===== src/rtl/dtg_pkg.sv =====
package dtg_pkg;
  localparam int NPIN = 3;  // HSYNC, VSYNC, DE pins
  typedef struct packed {
    logic de;
    logic vs;
    logic hs;
  } sig_set_t;
endpackage


===== src/rtl/dtg_wrap_cnt.sv =====
module dtg_wrap_cnt #(
  parameter int W = 12
) (
  input  logic         clk,
  input  logic         rst_n,
  input  logic         clr_i,
  input  logic         adv_i,
  input  logic         wrap_i,
  output logic [W-1:0] cnt_o
);
  always_ff @(posedge clk or negedge rst_n) begin
    if (!rst_n)      cnt_o <= '0;
    else if (clr_i)  cnt_o <= '0;
    else if (adv_i)  cnt_o <= wrap_i ? '0 : cnt_o + W'(1);
  end

  // a clear forces the count to zero on the next clock
  p_clr_zero_r11: assert property (@(posedge clk) disable iff (!rst_n)
    clr_i |=> cnt_o == '0);
  // an advance that is not a wrap steps the count by one
  p_adv_step_r1: assert property (@(posedge clk) disable iff (!rst_n)
    (!clr_i && adv_i && !wrap_i) |=> cnt_o == $past(cnt_o) + W'(1));
endmodule


===== src/rtl/dtg_out_stage.sv =====
module dtg_out_stage
  import dtg_pkg::*;
(
  input  logic     clk,
  input  logic     rst_n,
  input  logic     run_i,
  input  logic     sync_en_i,
  input  sig_set_t act_i,
  input  sig_set_t high_i,
  input  logic     fs_i,
  input  logic     clk_fall_i,
  output logic     hsync_o,
  output logic     vsync_o,
  output logic     de_o,
  output logic     pix_req_o,
  output logic     frame_start_o,
  output logic     dclk_fall_o
);
  logic [NPIN-1:0] act_v, pol_v, gate_v, pin_v;

  assign act_v  = {act_i.de, act_i.vs, act_i.hs};
  assign pol_v  = {high_i.de, high_i.vs, high_i.hs};
  assign gate_v = {run_i, run_i & sync_en_i, run_i & sync_en_i};

  for (genvar g = 0; g < NPIN; g++) begin : g_pin
    logic q;
    always_ff @(posedge clk or negedge rst_n) begin
      if (!rst_n) q <= 1'b1;
      else        q <= ~((act_v[g] & gate_v[g]) ^ pol_v[g]);
    end
    assign pin_v[g] = q;
  end

  assign hsync_o = pin_v[0];
  assign vsync_o = pin_v[1];
  assign de_o    = pin_v[2];

  always_ff @(posedge clk or negedge rst_n) begin
    if (!rst_n) begin
      pix_req_o     <= 1'b0;
      frame_start_o <= 1'b0;
      dclk_fall_o   <= 1'b0;
    end else begin
      pix_req_o     <= run_i & act_i.de;
      frame_start_o <= run_i & fs_i;
      dclk_fall_o   <= run_i & clk_fall_i;
    end
  end

  // stopped run leaves both strobes low
  p_idle_out_r11: assert property (@(posedge clk) disable iff (!rst_n)
    !run_i |=> !pix_req_o && !frame_start_o);
  // sync suppressed keeps both sync pins at their inactive level
  p_sync_gate_r9: assert property (@(posedge clk) disable iff (!rst_n)
    !sync_en_i |=> (hsync_o == !$past(high_i.hs)) && (vsync_o == !$past(high_i.vs)));
  // request strobe and DE pin agree, DE in its programmed polarity
  p_req_de_r5: assert property (@(posedge clk) disable iff (!rst_n)
    (run_i && act_i.de) |=> pix_req_o && (de_o == $past(high_i.de)));
endmodule


===== src/rtl/dtg_top.sv =====
module dtg_top
  import dtg_pkg::*;
#(
  parameter int H_W = 12,
  parameter int V_W = 12
) (
  input  logic               clk,
  input  logic               rst_n,
  input  logic               enable_i,
  input  logic               sync_en_i,
  input  logic [H_W-1:0]     h_period_i,
  input  logic [H_W-1:0]     h_sync_w_i,
  input  logic [H_W-1:0]     h_wait_i,
  input  logic [H_W-1:0]     h_valid_i,
  input  logic [H_W+V_W-1:0] v_period_i,
  input  logic [H_W+V_W-1:0] v_sync_w_i,
  input  logic [V_W-1:0]     v_wait_i,
  input  logic [V_W-1:0]     v_valid_i,
  input  logic               v_unit_lines_i,
  input  logic               hs_high_i,
  input  logic               vs_high_i,
  input  logic               de_high_i,
  input  logic               clk_fall_i,
  output logic               hsync_o,
  output logic               vsync_o,
  output logic               de_o,
  output logic               pix_req_o,
  output logic               frame_start_o,
  output logic               dclk_fall_o
);
  localparam int F_W = H_W + V_W;

  logic [H_W-1:0] hcnt;
  logic [V_W-1:0] vcnt;
  logic [F_W-1:0] fcnt;
  logic h_last, frame_last, line_end;
  logic h_in, v_in;
  sig_set_t act, high;

  assign h_last     = (hcnt == h_period_i - H_W'(1));
  assign frame_last = v_unit_lines_i ? (h_last && (F_W'(vcnt) == v_period_i - F_W'(1)))
                                     : (fcnt == v_period_i - F_W'(1));
  assign line_end   = h_last || frame_last;

  dtg_wrap_cnt #(.W(H_W)) u_hcnt (
    .clk(clk), .rst_n(rst_n), .clr_i(!enable_i), .adv_i(1'b1),
    .wrap_i(line_end), .cnt_o(hcnt));
  dtg_wrap_cnt #(.W(V_W)) u_vcnt (
    .clk(clk), .rst_n(rst_n), .clr_i(!enable_i), .adv_i(line_end),
    .wrap_i(frame_last), .cnt_o(vcnt));
  dtg_wrap_cnt #(.W(F_W)) u_fcnt (
    .clk(clk), .rst_n(rst_n), .clr_i(!enable_i), .adv_i(1'b1),
    .wrap_i(frame_last), .cnt_o(fcnt));

  assign h_in = (hcnt >= h_wait_i) &&
                ({1'b0, hcnt} < ({1'b0, h_wait_i} + {1'b0, h_valid_i}));
  assign v_in = (vcnt >= v_wait_i) &&
                ({1'b0, vcnt} < ({1'b0, v_wait_i} + {1'b0, v_valid_i}));

  assign act.hs  = (hcnt < h_sync_w_i);
  assign act.vs  = v_unit_lines_i ? (F_W'(vcnt) < v_sync_w_i) : (fcnt < v_sync_w_i);
  assign act.de  = h_in && v_in;
  assign high.hs = hs_high_i;
  assign high.vs = vs_high_i;
  assign high.de = de_high_i;

  dtg_out_stage u_out (
    .clk(clk), .rst_n(rst_n), .run_i(enable_i), .sync_en_i(sync_en_i),
    .act_i(act), .high_i(high),
    .fs_i((hcnt == '0) && (vcnt == '0) && (fcnt == '0)),
    .clk_fall_i(clk_fall_i),
    .hsync_o(hsync_o), .vsync_o(vsync_o), .de_o(de_o),
    .pix_req_o(pix_req_o), .frame_start_o(frame_start_o), .dclk_fall_o(dclk_fall_o));

  // a frame start with sync enabled and nonzero width shows active VSYNC
  p_fs_vsync_r10: assert property (@(posedge clk) disable iff (!rst_n)
    (enable_i && sync_en_i && v_sync_w_i != '0 && hcnt == '0 && vcnt == '0 && fcnt == '0)
      |=> frame_start_o && (vsync_o == $past(vs_high_i)));
  // the line counter never passes the last position of the line
  p_h_bound_r1: assert property (@(posedge clk) disable iff (!rst_n)
    (enable_i && h_last) |=> hcnt == '0);
endmodule


===== config.mk =====
export PLATFORM = sky130hd
export DESIGN_NAME = dtg_top
export DESIGN_NICKNAME = d
export VERILOG_FILES = /design/src/rtl/dtg_pkg.sv /design/src/rtl/dtg_wrap_cnt.sv /design/src/rtl/dtg_out_stage.sv /design/src/rtl/dtg_top.sv
export SDC_FILE = /design/constraint.sdc
export NUM_CORES = 1
export LEC_CHECK = 0
export ABC_AREA = 1
export BUFFER_PORTS_ARGS = -buffer_cell sky130_fd_sc_hd__clkbuf_2
export CAP_MARGIN = 10
export CORE_AREA = 2 2 124 126
export CTS_CLUSTER_SIZE = 20
export DETAILED_ROUTE_END_ITERATION = 6
export DIE_AREA = 0 0 126 128
export HOLD_SLACK_MARGIN = 0.1
export PLACE_DENSITY = 0.77
export REMOVE_ABC_BUFFERS = 1
export SLEW_MARGIN = 15
export SYNTH_ARGS = -nofsm -noshare
export SYNTH_HDL_FRONTEND = slang
export SYNTH_SLANG_ARGS = --single-unit

===== constraint.sdc =====
create_clock -name clk -period 3.2 [get_ports clk]
set_input_delay 0.64 -clock clk [delete_from_list [all_inputs] [get_ports clk]]
set_output_delay 0.64 -clock clk [all_outputs]
set_load 0.01 [all_outputs]

# [Yosys cells after proc, flatten, opt, wreduce, memory -nomap -nowiden]
# Index checks and enable logic that the tools add are counted.
# W data, S select, Z words.
[word_totals] regBits=54 inputBits=129 elab_cells=58
[op_classes] add_sub_neg=7 magnitude_cmp=7 eq_ne=4 n_mux=9 bitwise_logic=12 reduce_logical=10
[ops] cell="$mux W12" count=5
[ops] cell="$mux W24" count=2
[ops] cell="$add A12 B12 Y13" count=2
[ops] cell="$lt A12 B13 Y1" count=2
[ops] cell="$add A12 B1 Y12 const B" count=2
[ops] cell="$add A24 B1 Y24 const B" count=1
[ops] cell="$eq A12 B24 Y1" count=1
[ops] cell="$eq A24 B24 Y1" count=1
[ops] cell="$ge A12 B12 Y1" count=2
[ops] cell="$logic_not A12 Y1" count=2
[ops] cell="$logic_not A24 Y1" count=1
[ops] cell="$lt A12 B24 Y1" count=1
[ops] cell="$lt A24 B24 Y1" count=1
[ops] cell="$sub A24 B1 Y24 const B" count=1
[ops] cell="$eq A12 B12 Y1" count=1
[ops] cell="$lt A12 B12 Y1" count=1
[ops] cell="$sub A12 B1 Y12 const B" count=1
[ops] cell="$and A1 B1 Y1" count=6
[ops] cell="$logic_and A1 B1 Y1" count=6
[ops] cell="$not A1 Y1" count=3
[ops] cell="$xor A1 B1 Y1" count=3
[ops] cell="$mux W1" count=2
[ops] cell="$ne A2 B1 Y1 const B" count=1
[ops] cell="$logic_or A1 B1 Y1" count=1

# [Logic depth before layout (Yosys ltp)]
# Gate-level depths: netlist (run 1).
[logic_depth] depth_word=7 ltp_mapped=18

# [Modules after synthesis]
# A second synthesis (run 1) with hierarchy kept.
[unflattened] hier_cells=1289 area_unflattened_um2=8141.6
[modules_own_cells] module="dtg_top" n_inst=1 cells_each=850 area_each_um2=5027.3
[modules_own_cells] module="dtg_wrap_cnt (u_fcnt)" n_inst=1 cells_each=223 area_each_um2=1466.4
[modules_own_cells] module="dtg_wrap_cnt (u_hcnt ...)" n_inst=2 cells_each=95 area_each_um2=704.4
[modules_own_cells] module="dtg_out_stage" n_inst=1 cells_each=26 area_each_um2=239.0

# [Worst setup path before layout (run 1)]
# No wires, ideal clock.
[synth_timing] kind="input to register" from="in h_wait_i[0]" to="reg u_out.g_pin[2].q (netlist: u_out.de_o)" arrival_time_ps=3055 required_time_ps=3124 setup_slack_ps=69 path_stages=18 n_path_buf=0 path_cell_list="ha_1 inv_1 fa_1 nor4_1 nor2_1 o21ai_0 nand3_1 nand2_1 xor2_1 ha_1 a21oi_1 nor2_1 nand3_1 nand3_1 nor2_1 nand3_1 nand2_1 nand2_1"
[synth_between] elab_chain_len=7
[synth_lines] element="start, declared" line_no="dtg_top.sv:13" source="input logic [H_W-1:0] h_wait_i,"
[synth_lines] element="$add A12 B12 Y13" line_no="dtg_top.sv:56" source="({1'b0, hcnt} < ({1'b0, h_wait_i} + {1'b0, h_valid_i}));"
[synth_lines] element="$lt A12 B13 Y1" line_no="dtg_top.sv:56"
[synth_lines] element="$logic_and A1 B1 Y1 *" line_no="dtg_top.sv:55" source="assign h_in = (hcnt >= h_wait_i) &&"
[synth_lines] element="$logic_and A1 B1 Y1 *" line_no="dtg_top.sv:62" source="assign act.de = h_in && v_in;"
[synth_lines] element="$and A1 B1 Y1 *" line_no="dtg_out_stage.sv:29" source="else q <= ~((act_v[g] & gate_v[g]) ^ pol_v[g]);"
[synth_lines] element="$xor A1 B1 Y1 *" line_no="dtg_out_stage.sv:29"
[synth_lines] element="$not A1 Y1 *" line_no="dtg_out_stage.sv:29"
[synth_lines] element="end signal, assigned" line_no="dtg_out_stage.sv:29"
[synth_lines] element="end, declared" line_no="dtg_out_stage.sv:26" source="logic q;"
# Mark *: on every way between the ends. The rest lies on a longest branch, timed or not.
# A chain may end at the register's enable or synchronous reset.

# [Worst setup path in the final report (run 1)]
# Ends and elaborated chain as after synthesis.

==> insert_results.sql, run 1 <==
INSERT INTO impl_metrics (metric_group, metric, value, unit) VALUES
('timing', 'finalClockSkew', '0.008312', 'ns'),
('detailed_routing', 'vias_per_cell', '5.466', ''),
('layout', 'finish.net_count', '1606', ''),
('floorplanning', 'placement_rows', '45', ''),
('global_route', 'global_route_wire_length_before_repair', '36.10', 'mm'),
('min_path', 'hold_path_class', 'input port to asynchronous set/reset pin', ''),
('status', 'status', 'finished clean', ''),
('global_route', 'initial_antenna_violation_count', '0', ''),
('layout', 'design_area', '0.009123', 'sq mm'),
('yosys', 'post_synth.cell_area_avg', '6.594', 'sq um'),
('yosys', 'synth_cells', '1203', ''),
('timing', 'setup_viol', '0', ''),
('yosys', 'synth_top_family_by_area', 'simple AND/OR/NAND/NOR gates', ''),
('yosys', 'post_synthesis_sequential_element_count', '54', ''),
('clock_network', 'clockRootBuffer', 'clkbuf_16', ''),
('floorplanning', 'start_util', '0.5337', ''),
('clock_network', 'number_of_buffers_created_by_cts', '5', ''),
('detailed_routing', 'drt_drc_violations_left', '0', ''),
('layout', 'flow.area_growth_from_synthesis', '15.00', '%'),
('global_route', 'gr-total-overflow', '0', ''),
('layout', 'antenna_cells', '0', ''),
('timing', 'slew_headroom', '0.4964', ''),
('placed_design', 'placedInstanceArea', '0.008940', 'sq mm'),
('floorplanning', 'io-pin-count', '135', ''),
('power_and_ir_drop', 'irDropWorstVdd', '0.2054', 'mV'),
('layout', 'multi_input_area', '0.005783', 'sq mm'),
('setup_path', 'timing.reg2reg.worst_path_depth', '11', ''),
('detailed_routing', 'vias', '8423', ''),
('yosys', 'number_of_distinct_library_cells_after_synthesis', '46', ''),
('global_route', 'maximum_number_of_pins_on_one_net_before_global_route_repair', '55', ''),
('yosys', 'synthFlopType', 'dfrtp_1', ''),
('power_and_ir_drop', 'combinationalPowerShare', '0.347', ''),
('detailed_routing', 'wire_per_inst', '13.98', 'um'),
('yosys', 'async_reset_ff_frac', '1.000', ''),
('setup_path', 'critical_path.max_fanout', '3', ''),
('detailed_routing', 'drtPass1Iterations', '5', ''),
('detailed_routing', 'ant_nets', '0', ''),
('power_and_ir_drop', 'p_clk_frac', '0.303', ''),
('run', 'timing.max_cap.violations', '0', ''),
('yosys', 'post_synth_and_or_nand_nor_area_fraction', '0.3536', ''),
('global_route', 'first_global_vias', '7928', ''),
('power_and_ir_drop', 'p_total', '2.064', 'mW'),
('yosys', 'synth_fa_ha_area_frac', '0.1991', ''),
('floorplanning', 'floorplan.die.height', '128', 'um'),
('yosys', 'synth_compound_gate_area_share', '0.1046', ''),
('timing', 'achievable-frequency', '0.3519', 'GHz'),
('setup_path', 'cp_startpoint_kind', 'input port', ''),
('yosys', 'yosysWarningCount', '0', ''),
('placed_design', 'numPortBuffers', '134', ''),
('power_and_ir_drop', 'power_density', '226.3', 'mW/mm^2'),
('timing', 'period_minus_ws_final', '2.842', 'ns'),
('power_and_ir_drop', 'power_leakage', '4.972', 'nW'),
('floorplanning', 'die-area', '0.01613', 'sq mm'),
('timing', 'hold_violations', '0', ''),
('placed_design', 'dp_hpwl', '18.07', 'mm'),
('yosys', 'synthesized_area_fraction_occupied_by_xor_and_xnor_cells', '0.07019', ''),
('layout', 'drive_gt1_frac', '0.1567', ''),
('power_and_ir_drop', 'intPower', '1.367', 'mW'),
('clock_network', 'h-tree-depth', '2', ''),
('yosys', 'synth.yosys.seq_area_share', '0.1708', ''),
('timing', 'rsz0062_at_grt', 'false', ''),
('yosys', 'syn_area', '0.007933', 'sq mm'),
('clock_network', 'cts_hold_buffers', '0', ''),
('floorplanning', 'die_x', '126', 'um'),
('layout', 'layout.filler_cells', '1457', ''),
('layout', 'seqCellArea', '0.001355', 'sq mm'),
('power_and_ir_drop', 'switching_power_share_of_the_total', '0.3377', ''),
('clock_network', 'insertion_delay', '0.29', 'ns'),
('timing', 'tightestPinTransition', '0.7554', 'ns'),
('clock_network', 'post-cts-setup-buffer-count', '0', ''),
('clock_network', 'numClockSinks', '54', '');
power by group through the flow:
stage	logic, mW	registers [mW]	clock network (mW)
floorplan	0.450	0.731	0
global placement	0.688	0.736	0
detailed placement	0.707	0.736	0
CTS	0.712	0.723	0.634
global route	0.830	0.726	0.663
finish	0.716	0.723	0.625
cell usage in the layout (no fill, tap or decap), drive strengths merged:
master | Yosys | routed
nand2 | 258 | 258
buf | 7 | 19
xnor2 | 11 | 11
clkinvlp | 0 | 2
and2 | 1 | 1
nor3b | 2 | 2
or2 | 1 | 1
nor3 | 35 | 35
xnor3 | 1 | 1
nand3b | 7 | 7
inv | 193 | 193
o221ai | 2 | 2
fa | 2 | 2
nor2 | 145 | 145
ha | 123 | 123
clkbuf | 4 | 139
a21oi | 77 | 77
dfrtp | 51 | 51
o211ai | 6 | 6
xor2 | 50 | 50
a21boi | 2 | 2
o31ai | 4 | 4
nand4 | 23 | 23
nor4 | 16 | 16
nand3 | 122 | 122
o22ai | 1 | 1
o21bai | 5 | 5
o21ai | 44 | 44
dfstp | 3 | 3
clkinv | 1 | 1
o21a | 2 | 2
a211oi | 2 | 2
bufinv | 0 | 1
a31oi | 2 | 2
critical path, cell delays in order:
cell      delay [ns]
clkbuf_2        0.09
ha_1            0.16
inv_1           0.06
fa_2            0.37
nor4_2          0.18
nor2_1          0.11
o21ai_2         0.14
buf_4           0.13
xnor2_1         0.05
ha_1            0.30
nand2_1         0.07
nor2_1          0.09
o21ai_0         0.08
o211ai_1        0.10
nand4_1         0.11
nand2_1         0.08
nand3_1         0.08
nand3_1         0.11
nand2_1         0.06
nand2_1         0.06
worst paths after layout:
kind	from	slack, ns	end
setup / recovery	h_wait_i[0]	0.36	u_out.de_o
hold / removal	rst_n	0.47	u_out.dclk_fall_o
setup reg to reg	u_fcnt.cnt_o[2]	0.65	u_fcnt.cnt_o[19]
hold reg to reg	u_hcnt.cnt_o[0]	0.50	u_hcnt.cnt_o[0]
max in group asynchronous	rst_n	2.20	u_vcnt.cnt_o[2]
min in group clk	hs_high_i	0.50	u_out.hsync_o
synth_stat cells (2+ instances only):
library cell	number	area (sq um)
a211oi_1	2	15.01
a21boi_0	2	15.01
a21oi_1	77	385.4
a31oi_1	2	12.51
buf_2	2	10.01
buf_4	3	22.52
clkbuf_1	4	15.01
dfrtp_1	51	1276
dfstp_2	3	78.83
fa_1	2	40.04
ha_1	123	1539
inv_1	191	716.9
inv_2	2	7.510
nand2_1	242	908.4
nand2_2	13	81.33
nand2_4	3	33.78
nand3_1	119	595.6
nand3_4	2	35.03
nand3b_1	7	52.55
nand4_1	23	143.9
nor2_1	134	503.0
nor2_2	5	31.28
nor2_4	4	45.04
nor2_8	2	40.04
nor3_1	31	155.2
nor3_2	4	40.04
nor3b_1	2	15.01
nor4_1	16	100.1
o211ai_1	6	45.04
o21a_1	2	15.01
o21ai_0	30	150.1
o21ai_1	6	30.03
o21ai_2	8	70.07
o21bai_1	5	37.54
o221ai_1	2	17.52
o31ai_1	4	30.03
xnor2_1	11	96.34
xor2_1	50	437.9
cells by family after synthesis:
logic type      after synthesis
xor+xnor                     62
compound gates              147
fa+ha+maj                   125
simple gates                610
buf+inv                     205
flops                        54
layout make-up:
type                    instances  share of cell area
repair buffers                153             0.09327
flip-flops and latches         54              0.1485
inverters                     194             0.07982
clock buffers                   5             0.01372
clock inverters                 3            0.004938
well taps                     188             0.02579
multi-input cells             944              0.6339
state kept, by name (all words and copies together), names as in the netlist:
name                 count
u_out.dclk_fall_o        1
u_hcnt.cnt_o            12
u_out.frame_start_o      1
u_out.hsync_o            1
u_vcnt.cnt_o            12
u_out.de_o               1
u_out.pix_req_o          1
u_fcnt.cnt_o            24
u_out.vsync_o            1
layer usage:
| layer | wire, um | global-route usage |
|---|---|---|
| met1 | 9705 | 0.3616 |
| met2 | 10180 | 0.4715 |
| met3 | 1285 | 0.02421 |
| met4 | 369 | 0.05688 |
| met5 | 0 | 0 |
stage by stage:
stage,hold slack [ns],setup TNS [ns],std cells,setup WS [ns],utilization
after detailed placement,0.4924,-0.3697,1533,-0.1912,0.6014
final,0.4666,0,1541,0.3580,0.6137
after floorplan,0.3444,0,1192,0.06875,-
after CTS,0.5016,0,1541,0.09879,0.6129
after global routing,0.4992,0,1541,0.1048,0.6137
after global placement,0.4916,-0.2420,1533,-0.1265,0.6014
repair_timing:
| action | CTS | global route |
|---|---|---|
| setup endpoints to repair | 0 | 2 |
| gates resized for setup | 0 | 4 |
| endpoints found under the hold margin | 0 | 0 |
(Power assumes the default switching activity.)
==> run 2: changes to the inputs <==
--- a/config.mk
+++ b/config.mk
@@ -8,12 +8,11 @@
 export ABC_AREA = 1
 export BUFFER_PORTS_ARGS = -buffer_cell sky130_fd_sc_hd__clkbuf_2
 export CAP_MARGIN = 10
-export CORE_AREA = 2 2 124 126
+export CORE_AREA = 2 2 182 184
 export CTS_CLUSTER_SIZE = 20
 export DETAILED_ROUTE_END_ITERATION = 6
-export DIE_AREA = 0 0 126 128
+export DIE_AREA = 0 0 184 186
 export HOLD_SLACK_MARGIN = 0.1
-export PLACE_DENSITY = 0.77
 export REMOVE_ABC_BUFFERS = 1
 export SLEW_MARGIN = 15
 export SYNTH_ARGS = -nofsm -noshare
==> run 2 against run 1 <==
  * Combinational power increased by 2%
  * First-iteration DRC count decreased by 3.0%
  * Sequential share of layout area decreased by 0.46 points
  * Critical path type unchanged
  * Critical endpoint unchanged
  * Highest routed layer unchanged
  * Sequential cell count unchanged
  * Clock skew increased by 0.0042 ns
  * Global-route usage decreased by 12 points
  * Cell count increased by 14%
==> insert_results.sql, run 2 (synthesized netlist as in run 1, its figures left out) <==
INSERT INTO impl_metrics (metric_group, metric, value, unit) VALUES
('status', 'status', 'finished clean', ''),
('timing', 'achievable-frequency', '0.3466', 'GHz'),
('power_and_ir_drop', 'fraction_of_power_consumed_by_sequential_logic', '0.341', ''),
('detailed_routing', 'ant_nets', '0', ''),
('setup_path', 'cp_startpoint_kind', 'input port', ''),
('setup_path', 'end_kind', 'flip-flop', ''),
('timing', 'slew_headroom', '0.4456', ''),
('clock_network', 'numClockSinks', '54', ''),
('timing', 'period_minus_ws_final', '2.885', 'ns'),
('clock_network', 'cts_hold_buffers', '0', ''),
('setup_path', 'worst_r2r_startpoint', 'u_fcnt.cnt_o[1]', ''),
('global_route', 'globalRouteTotalUtil', '0.1493', ''),
('setup_path', 'worst_path_largest_cell_delay', '0.37', 'ns'),
('global_route', 'maximum_number_of_pins_on_one_net_before_global_route_repair', '55', ''),
('global_route', 'grt_busiest_layer', 'met2', ''),
('layout', 'max_reg_flops', '24', ''),
('detailed_routing', 'drt_drc_violations_left', '0', ''),
('power_and_ir_drop', 'switching_power_share_of_the_total', '0.3506', ''),
('layout', 'flow.area_growth_from_synthesis', '18.64', '%'),
('clock_network', 'number_of_buffers_created_by_cts', '5', ''),
('timing', 'finalClockSkew', '0.01251', 'ns'),
('power_and_ir_drop', 'power_leakage', '4.988', 'nW'),
('floorplanning', 'placement_rows', '66', ''),
('setup_path', 'setup.worst_path.class', 'input port to flip-flop', ''),
('setup_path', 'critical_path.max_fanout', '3', ''),
('setup_path', 'timing.critical_path.required', '3.45', 'ns'),
('floorplanning', 'start_util', '0.2463', ''),
('floorplanning', 'io-pin-count', '135', ''),
('layout', 'drive_gt1_frac', '0.1586', ''),
('global_route', 'globalRouteMet2Util', '0.2617', ''),
('placed_design', 'dp_hpwl', '21.43', 'mm'),
('detailed_routing', 'postRouteWirelength', '25.22', 'mm'),
('floorplanning', 'die-area', '0.03422', 'sq mm'),
('clock_network', 'post_cts.resized_instances', '0', ''),
('timing', 'rsz0062_at_grt', 'false', ''),
('run', 'timing.max_cap.violations', '0', ''),
('setup_path', 'timing.reg2reg.worst_path_depth', '12', ''),
('clock_network', 'ctsLongestPathBuffers', '2', ''),
('layout', 'layout_commonest_cell', 'nand2_1', ''),
('detailed_routing', 'vias_per_cell', '4.695', ''),
('detailed_routing', 'wire_per_inst', '14.30', 'um'),
('global_route', 'gr-total-overflow', '0', ''),
('layout', 'design_area', '0.009412', 'sq mm'),
('setup_path', 'critical_path.reg2reg.endpoint', 'u_fcnt.cnt_o[20]', ''),
('layout', 'layout_top_registers', 'u_fcnt.cnt_o (24), u_hcnt.cnt_o (12), u_vcnt.cnt_o (12)', ''),
('setup_path', 'critical-path-slowest-cell', 'fa_2', ''),
('timing', 'final.hold.worst_slack', '0.4824', 'ns'),
('detailed_routing', 'dr.first_iter.drc_count', '447', ''),
('floorplanning', 'floorplan.die.height', '186', 'um'),
('detailed_routing', 'drtPass1Iterations', '5', ''),
('timing', 'hold_violations', '0', ''),
('global_route', 'global_route_wire_length_before_repair', '40.39', 'mm'),
('global_route', 'first_global_vias', '8026', ''),
('clock_network', 'h-tree-depth', '2', ''),
('global_route', 'grt.met1_usage', '0.1965', ''),
('placed_design', 'numPortBuffers', '134', ''),
('clock_network', 'post-cts-setup-buffer-count', '0', ''),
('power_and_ir_drop', 'power_density', '224.9', 'mW/mm^2'),
('global_route', 'initial_antenna_violation_count', '0', ''),
('timing', 'finalCritPeriodShare', '0.9015', ''),
('floorplanning', 'core_region_area', '0.03221', 'sq mm'),
('global_route', 'gr-usage-met3', '0.01448', ''),
('clock_network', 'tritoncts_clock_tree', 'yes', ''),
('clock_network', 'cts.reportedPaths.clkPinSlew', '0.08', 'ns'),
('layout', 'antenna_cells', '0', ''),
('power_and_ir_drop', 'intPower', '1.375', 'mW'),
('setup_path', 'worstPathArrival', '3.14', 'ns'),
('min_path', 'hold_path_class', 'input port to asynchronous set/reset pin', ''),
('detailed_routing', 'vias', '8282', ''),
('placed_design', 'finalWeightedCongestion', '0.8655', ''),
('power_and_ir_drop', 'irDropWorstVdd', '0.2141', 'mV'),
('layout', 'final_cell_mix', 'nand2_1 (242), inv_1 (191), nor2_1 (134), clkbuf_2 (134), ha_1 (123)', ''),
('timing', 'timing_max_transition_violations_final', '0', ''),
('layout', 'finish.net_count', '1609', ''),
('setup_path', 'reg2reg_setup_slack', '0.66', 'ns'),
('layout', 'regMostFlops', 'u_fcnt.cnt_o', ''),
('clock_network', 'insertion_delay', '0.31', 'ns'),
('power_and_ir_drop', 'power.net_switching', '0.7421', 'mW'),
('clock_network', 'clockRootBuffer', 'clkbuf_16', ''),
('setup_path', 'cp_common_cell', 'nand2_1', ''),
('floorplanning', 'die_x', '184', 'um'),
('power_and_ir_drop', 'combinationalPowerShare', '0.344', ''),
('timing', 'setup_viol', '0', ''),
('power_and_ir_drop', 'p_clk_frac', '0.315', ''),
('placed_design', 'placedInstanceArea', '0.009225', 'sq mm'),
('setup_path', 'worstPathCellList', 'clkbuf_2 > ha_1 > inv_1 > fa_2 > nor4_2 > nor2_1 > o21ai_1 > buf_4 > xnor2_1 > ha_1 > nand2_1 > nor2_1 > o21ai_0 > o211ai_1 > nand4_1 > nand2_1 > nand3_1 > nand3_1 > nand2_1 > nand2_1', ''),
('timing', 'tightestPinTransition', '0.8240', 'ns');
==> run 2: cell count changes in the layout (fill, tap and decap cells not counted), sizes merged <==
cell      change
buf           +3
clkinvlp      -1
inv           +1
==> run 2: per-stage QoR <==
step	worst slack, ns	setup TNS, ns	total power, mW	cells	util
final	0.3152	0	2.117	1764	0.2922
after global routing	0.03798	0	2.277	1764	0.2922
after CTS	0.05784	0	2.143	1764	0.2918
after detailed placement	-0.2613	-0.5191	1.464	1756	0.2864
after global placement	-0.1820	-0.3435	1.450	1756	0.2864
after floorplan	0.06875	0	1.181	1192	-
==> run 2: cell type report <==
| class | instances | area, sq um |
|---|---|---|
| Fill cell | 3556 | 22790 |
| Multi-Input combinational cell | 944 | 5783 |
| Sequential cell | 54 | 1355 |
| Timing Repair Buffer | 156 | 860.8 |
| Inverter | 194 | 728.2 |
| Tap cell | 408 | 510.5 |
| Clock buffer | 5 | 125.1 |
| Clock inverter | 3 | 48.80 |
==> run 2: metal layers <==
layer	wire length, um	up-vias	part of all wire
li1	-	4296	-
met1	11720	3734	0.46
met2	11870	219	0.47
met3	1103	33	0.044
met4	521	0	0.021
met5	0	-	0
==> run 2: worst max-delay path: cells and delay by family <==
family | cells | cell delay (ns)
AO/OA/AOI/OAI | 3 | 0.40
AND/OR/NAND/NOR | 10 | 0.92
adder cells (fa/ha/maj) | 3 | 0.83
buffers and inverters | 3 | 0.29
XOR/XNOR | 1 | 0.06
==> run 2: worst max path at each step <==
stage	from	to	slack, ns	cells past startpoint
2_1_floorplan	h_wait_i[0]	u_out.de_o	0.07	18
3_3_place_gp	h_wait_i[0]	u_out.de_o	-0.18	20
3_5_place_dp	h_wait_i[0]	u_out.de_o	-0.26	20
4_1_cts	h_wait_i[0]	u_out.de_o	0.06	20
5_1_grt	h_wait_i[0]	u_out.de_o	0.04	20
6_report	h_wait_i[0]	u_out.de_o	0.32	20
==> run 2: power by group through the flow <==
| stage | sequential, mW | combinational, mW | clock, mW |
|---|---|---|---|
| 3_5_place_dp | 0.736 | 0.729 | 0 |
| 5_1_grt | 0.724 | 0.839 | 0.713 |
| 2_1_floorplan | 0.731 | 0.450 | 0 |
| 3_3_place_gp | 0.735 | 0.715 | 0 |
| 4_1_cts | 0.722 | 0.733 | 0.688 |
| 6_report | 0.721 | 0.728 | 0.667 |
==> run 3: changes to the inputs <==
--- a/config.mk
+++ b/config.mk
@@ -8,13 +8,14 @@
 export ABC_AREA = 1
 export BUFFER_PORTS_ARGS = -buffer_cell sky130_fd_sc_hd__clkbuf_2
 export CAP_MARGIN = 10
-export CORE_AREA = 2 2 182 184
-export CTS_CLUSTER_SIZE = 20
+export CORE_AREA = 2 2 184 186
 export DETAILED_ROUTE_END_ITERATION = 6
-export DIE_AREA = 0 0 184 186
+export DIE_AREA = 0 0 186 188
+export GPL_TIMING_DRIVEN = 0
 export HOLD_SLACK_MARGIN = 0.1
 export REMOVE_ABC_BUFFERS = 1
 export SLEW_MARGIN = 15
 export SYNTH_ARGS = -nofsm -noshare
 export SYNTH_HDL_FRONTEND = slang
+export SYNTH_HIERARCHICAL = 1
 export SYNTH_SLANG_ARGS = --single-unit
==> run 3 against run 2 <==
  * Clock skew hardly changed
  * Die area increased by 2.2%
  * Count of clock-buffer cells in the layout grew 1
  * Largest power group is now sequential cells
  * Sequential share of layout area down 0.24 points
==> insert_results.sql, run 3 <==
INSERT INTO impl_metrics (metric_group, metric, value, unit) VALUES
('floorplanning', 'placement_rows', '67', ''),
('placed_design', 'numPortBuffers', '134', ''),
('clock_network', 'cts.reportedPaths.clkPinSlew', '0.08', 'ns'),
('setup_path', 'critical_path.reg2reg.endpoint', 'u_fcnt/cnt_o[6]', ''),
('global_route', 'first_global_vias', '8206', ''),
('floorplanning', 'die-area', '0.03497', 'sq mm'),
('timing', 'rsz0062_at_grt', 'true', ''),
('floorplanning', 'start_util', '0.2459', ''),
('clock_network', 'tritoncts_clock_tree', 'yes', ''),
('detailed_routing', 'postRouteWirelength', '25.52', 'mm'),
('timing', 'timing_max_transition_violations_final', '0', ''),
('clock_network', 'post-cts-setup-buffer-count', '0', ''),
('timing', 'setup_viol', '0', ''),
('layout', 'flow.area_growth_from_synthesis', '17.60', '%'),
('setup_path', 'worstPathArrival', '3.16', 'ns'),
('detailed_routing', 'vias_per_cell', '4.640', ''),
('timing', 'period_minus_ws_final', '2.974', 'ns'),
('timing', 'finalCritPeriodShare', '0.9294', ''),
('global_route', 'globalRouteTotalUtil', '0.1464', ''),
('layout', 'seqCellArea', '0.001355', 'sq mm'),
('run', 'timing.max_cap.violations', '0', ''),
('floorplanning', 'core_region_area', '0.03311', 'sq mm'),
('clock_network', 'insertion_delay', '0.31', 'ns'),
('yosys', 'post_synth_main_area_contributors', 'ha_1 (18%), dfrtp_1 (16%), nand2_1 (15%)', ''),
('detailed_routing', 'ant_nets', '0', ''),
('yosys', 'synth-edff-count', '0', ''),
('setup_path', 'setup.worst_path.class', 'input port to flip-flop', ''),
('layout', 'post-route-util', '0.2891', ''),
('clock_network', 'cts_hold_buffers', '0', ''),
('placed_design', 'dp_hpwl', '21.03', 'mm'),
('yosys', 'yosysWarningCount', '6', ''),
('layout', 'max_reg_flops', '24', ''),
('layout', 'layout.filler_cells', '3703', ''),
('timing', 'finalClockSkew', '0.01273', 'ns'),
('yosys', 'synth.largest_area_cell', 'ha_1', ''),
('timing', 'setup_tns', '0', 'ns'),
('yosys', 'synthFlopType', 'dfrtp_1', ''),
('yosys', 'area_share_of_the_leading_cell_type_in_the_synthesized_netlist', '0.1844', ''),
('setup_path', 'end_kind', 'flip-flop', ''),
('yosys', 'synth.most_common_cell', 'nand2_1', ''),
('yosys', 'synth_cells', '1289', ''),
('detailed_routing', 'vias', '8727', ''),
('floorplanning', 'floorplan.die.height', '188', 'um'),
('timing', 'hold_violations', '0', ''),
('detailed_routing', 'wire_per_inst', '13.57', 'um'),
('layout', 'layout_top_registers', 'u_fcnt/cnt_o (24), u_hcnt/cnt_o (12), u_vcnt/cnt_o (12)', ''),
('placed_design', 'finalWeightedCongestion', '0.8831', ''),
('min_path', 'hold_path_class', 'input port to asynchronous set/reset pin', ''),
('power_and_ir_drop', 'power_density', '213.2', 'mW/mm^2'),
('floorplanning', 'io-pin-count', '135', ''),
('clock_network', 'number_of_buffers_created_by_cts', '5', ''),
('yosys', 'post_synthesis_sequential_element_count', '54', ''),
('yosys', 'number_of_distinct_library_cells_after_synthesis', '45', ''),
('global_route', 'global_route_wire_length_before_repair', '40.68', 'mm'),
('yosys', 'synth.yosys.seq_area_share', '0.1664', ''),
('setup_path', 'cp_startpoint_kind', 'input port', ''),
('clock_network', 'ctsLongestPathBuffers', '2', ''),
('placed_design', 'dpl_worst_slack', '-0.5851', 'ns'),
('layout', 'layout_commonest_cell', 'nand2_1', ''),
('layout', 'drive_gt1_frac', '0.1459', ''),
('setup_path', 'timing.critical_path.from', 'v_period_i[3]', ''),
('power_and_ir_drop', 'irDropWorstVdd', '0.1929', 'mV'),
('status', 'status', 'finished clean', ''),
('timing', 'fin_ws', '0.2260', 'ns'),
('setup_path', 'timing.critical_path.required', '3.39', 'ns'),
('yosys', 'async_reset_ff_frac', '1.000', ''),
('detailed_routing', 'drt_drc_violations_left', '0', ''),
('layout', 'finish.net_count', '1682', ''),
('global_route', 'initial_antenna_violation_count', '2', ''),
('detailed_routing', 'dr.first_iter.drc_count', '438', ''),
('yosys', 'syn_area', '0.008142', 'sq mm'),
('floorplanning', 'die_x', '186', 'um'),
('clock_network', 'numClockSinks', '54', ''),
('setup_path', 'reg2reg_setup_slack', '0.48', 'ns'),
('global_route', 'gr-total-overflow', '0', ''),
('timing', 'tightestPinTransition', '0.5865', 'ns'),
('setup_path', 'worst_r2r_startpoint', 'u_vcnt/cnt_o[1]', ''),
('clock_network', 'clockRootBuffer', 'clkbuf_16', ''),
('power_and_ir_drop', 'power_leakage', '5.072', 'nW'),
('yosys', 'synth_common_cells', 'nand2_1 (331), inv_1 (195), nor2_1 (144)', ''),
('timing', 'slew_headroom', '0.6090', ''),
('layout', 'final_cell_mix', 'nand2_1 (331), inv_1 (195), nor2_1 (142), clkbuf_2 (133), ha_1 (119)', ''),
('detailed_routing', 'drtPass1Iterations', '6', ''),
('yosys', 'post_synth.cell_area_avg', '6.316', 'sq um'),
('timing', 'achievable-frequency', '0.3362', 'GHz'),
('setup_path', 'timing.reg2reg.worst_path_depth', '16', ''),
('setup_path', 'critical_path.max_fanout', '11', ''),
('layout', 'regMostFlops', 'u_fcnt/cnt_o', ''),
('layout', 'multi_input_area', '0.006060', 'sq mm'),
('global_route', 'maximum_number_of_pins_on_one_net_before_global_route_repair', '39', ''),
('clock_network', 'h-tree-depth', '2', '');
## run 3: cell types whose count changed after synthesis, moves of 10 or more
| cell | previous run | this run |
|---|---|---|
| nor2_1 | 134 | 144 |
| nand3_1 | 119 | 100 |
| o21ai_0 | 30 | 44 |
| nand2_1 | 242 | 331 |
| nor3_1 | 31 | 21 |
| xor2_1 | 50 | 31 |
| nor2_2 | 5 | 21 |
## run 3: per-stage QoR
| step | total power, mW | cells | cell area [sq um] | hold slack (ns) |
|---|---|---|---|---|
| final | 2.041 | 1881 | 9574 | 0.2285 |
| after global routing | 2.204 | 1880 | 9572 | 0.2372 |
| after CTS | 2.060 | 1880 | 9530 | 0.2260 |
| after detailed placement | 1.474 | 1872 | 9373 | 0.5659 |
| after global placement | 1.453 | 1871 | 9343 | 0.6561 |
| after floorplan | 1.215 | 1289 | 8112 | 0.3444 |
## run 3: cell type report
class	count	area share
Tap cell	448	0.05855
Clock inverter	2	0.001438
Sequential cell	54	0.1415
Antenna cell	1	0.0002614
Timing Repair Buffer	135	0.07318
Inverter	200	0.07867
Multi-Input combinational cell	1035	0.6329
Clock buffer	6	0.01346
## run 3: cells by family (layout without fill, tap and decap cells)
group,count (synthesis),in the layout,synth area share
other,1,5,0.0004606
adder cells (fa/ha/maj),122,122,0.1893
XOR/XNOR,49,49,0.05456
buffers and inverters,203,343,0.09728
AO/OA/AOI/OAI,159,159,0.1060
AND/OR/NAND/NOR,701,701,0.3859
flip-flops,54,54,0.1664
## run 3: repair_timing
action / CTS / global route
cloned: 0 / 0
endpoints found under the setup margin: 19 / 15
gates resized for setup: 6 / 10
pin swaps: 0 / 0
## run 3: per-layer routing
layer,GRT usage,part of all wire
met5,0,0.00051
met1,0.1927,0.46
met2,0.2549,0.47
met4,0.02271,0.0097
met3,0.02272,0.051
## run 3: critical path: stages
cell and delay (ns):
clkbuf_2 0.15, nor2_2 0.18, nand2_1 0.07, nor2_1 0.24
nand2_1 0.17, o21ai_0 0.17, nand2_1 0.11, xor2_1 0.15
nand2_1 0.06, nor2_1 0.04, nand4_1 0.19, nand2_1 0.15
nor2_2 0.46, inv_1 0.16, a21oi_1 0.16, nor3_1 0.06
## run 3: how the worst max path moves through the flow
stage	slack, ns	endpoint
CTS	0.11	u_fcnt/cnt_o[5]
global placement	-0.52	u_fcnt/cnt_o[5]
finish	0.23	u_vcnt/cnt_o[2]
floorplan	0.19	u_out/de_o
global route	-0.03	u_vcnt/cnt_o[2]
detailed placement	-0.59	u_fcnt/cnt_o[5]
## run 3: where the power goes
part / leakage [nW] / internal, mW / switching, mW
registers: 0.739 / 0.704 / 0.0421
logic: 4.26 / 0.298 / 0.426
clock network: 0.0712 / 0.294 / 0.278
total: 5.07 / 1.30 / 0.746
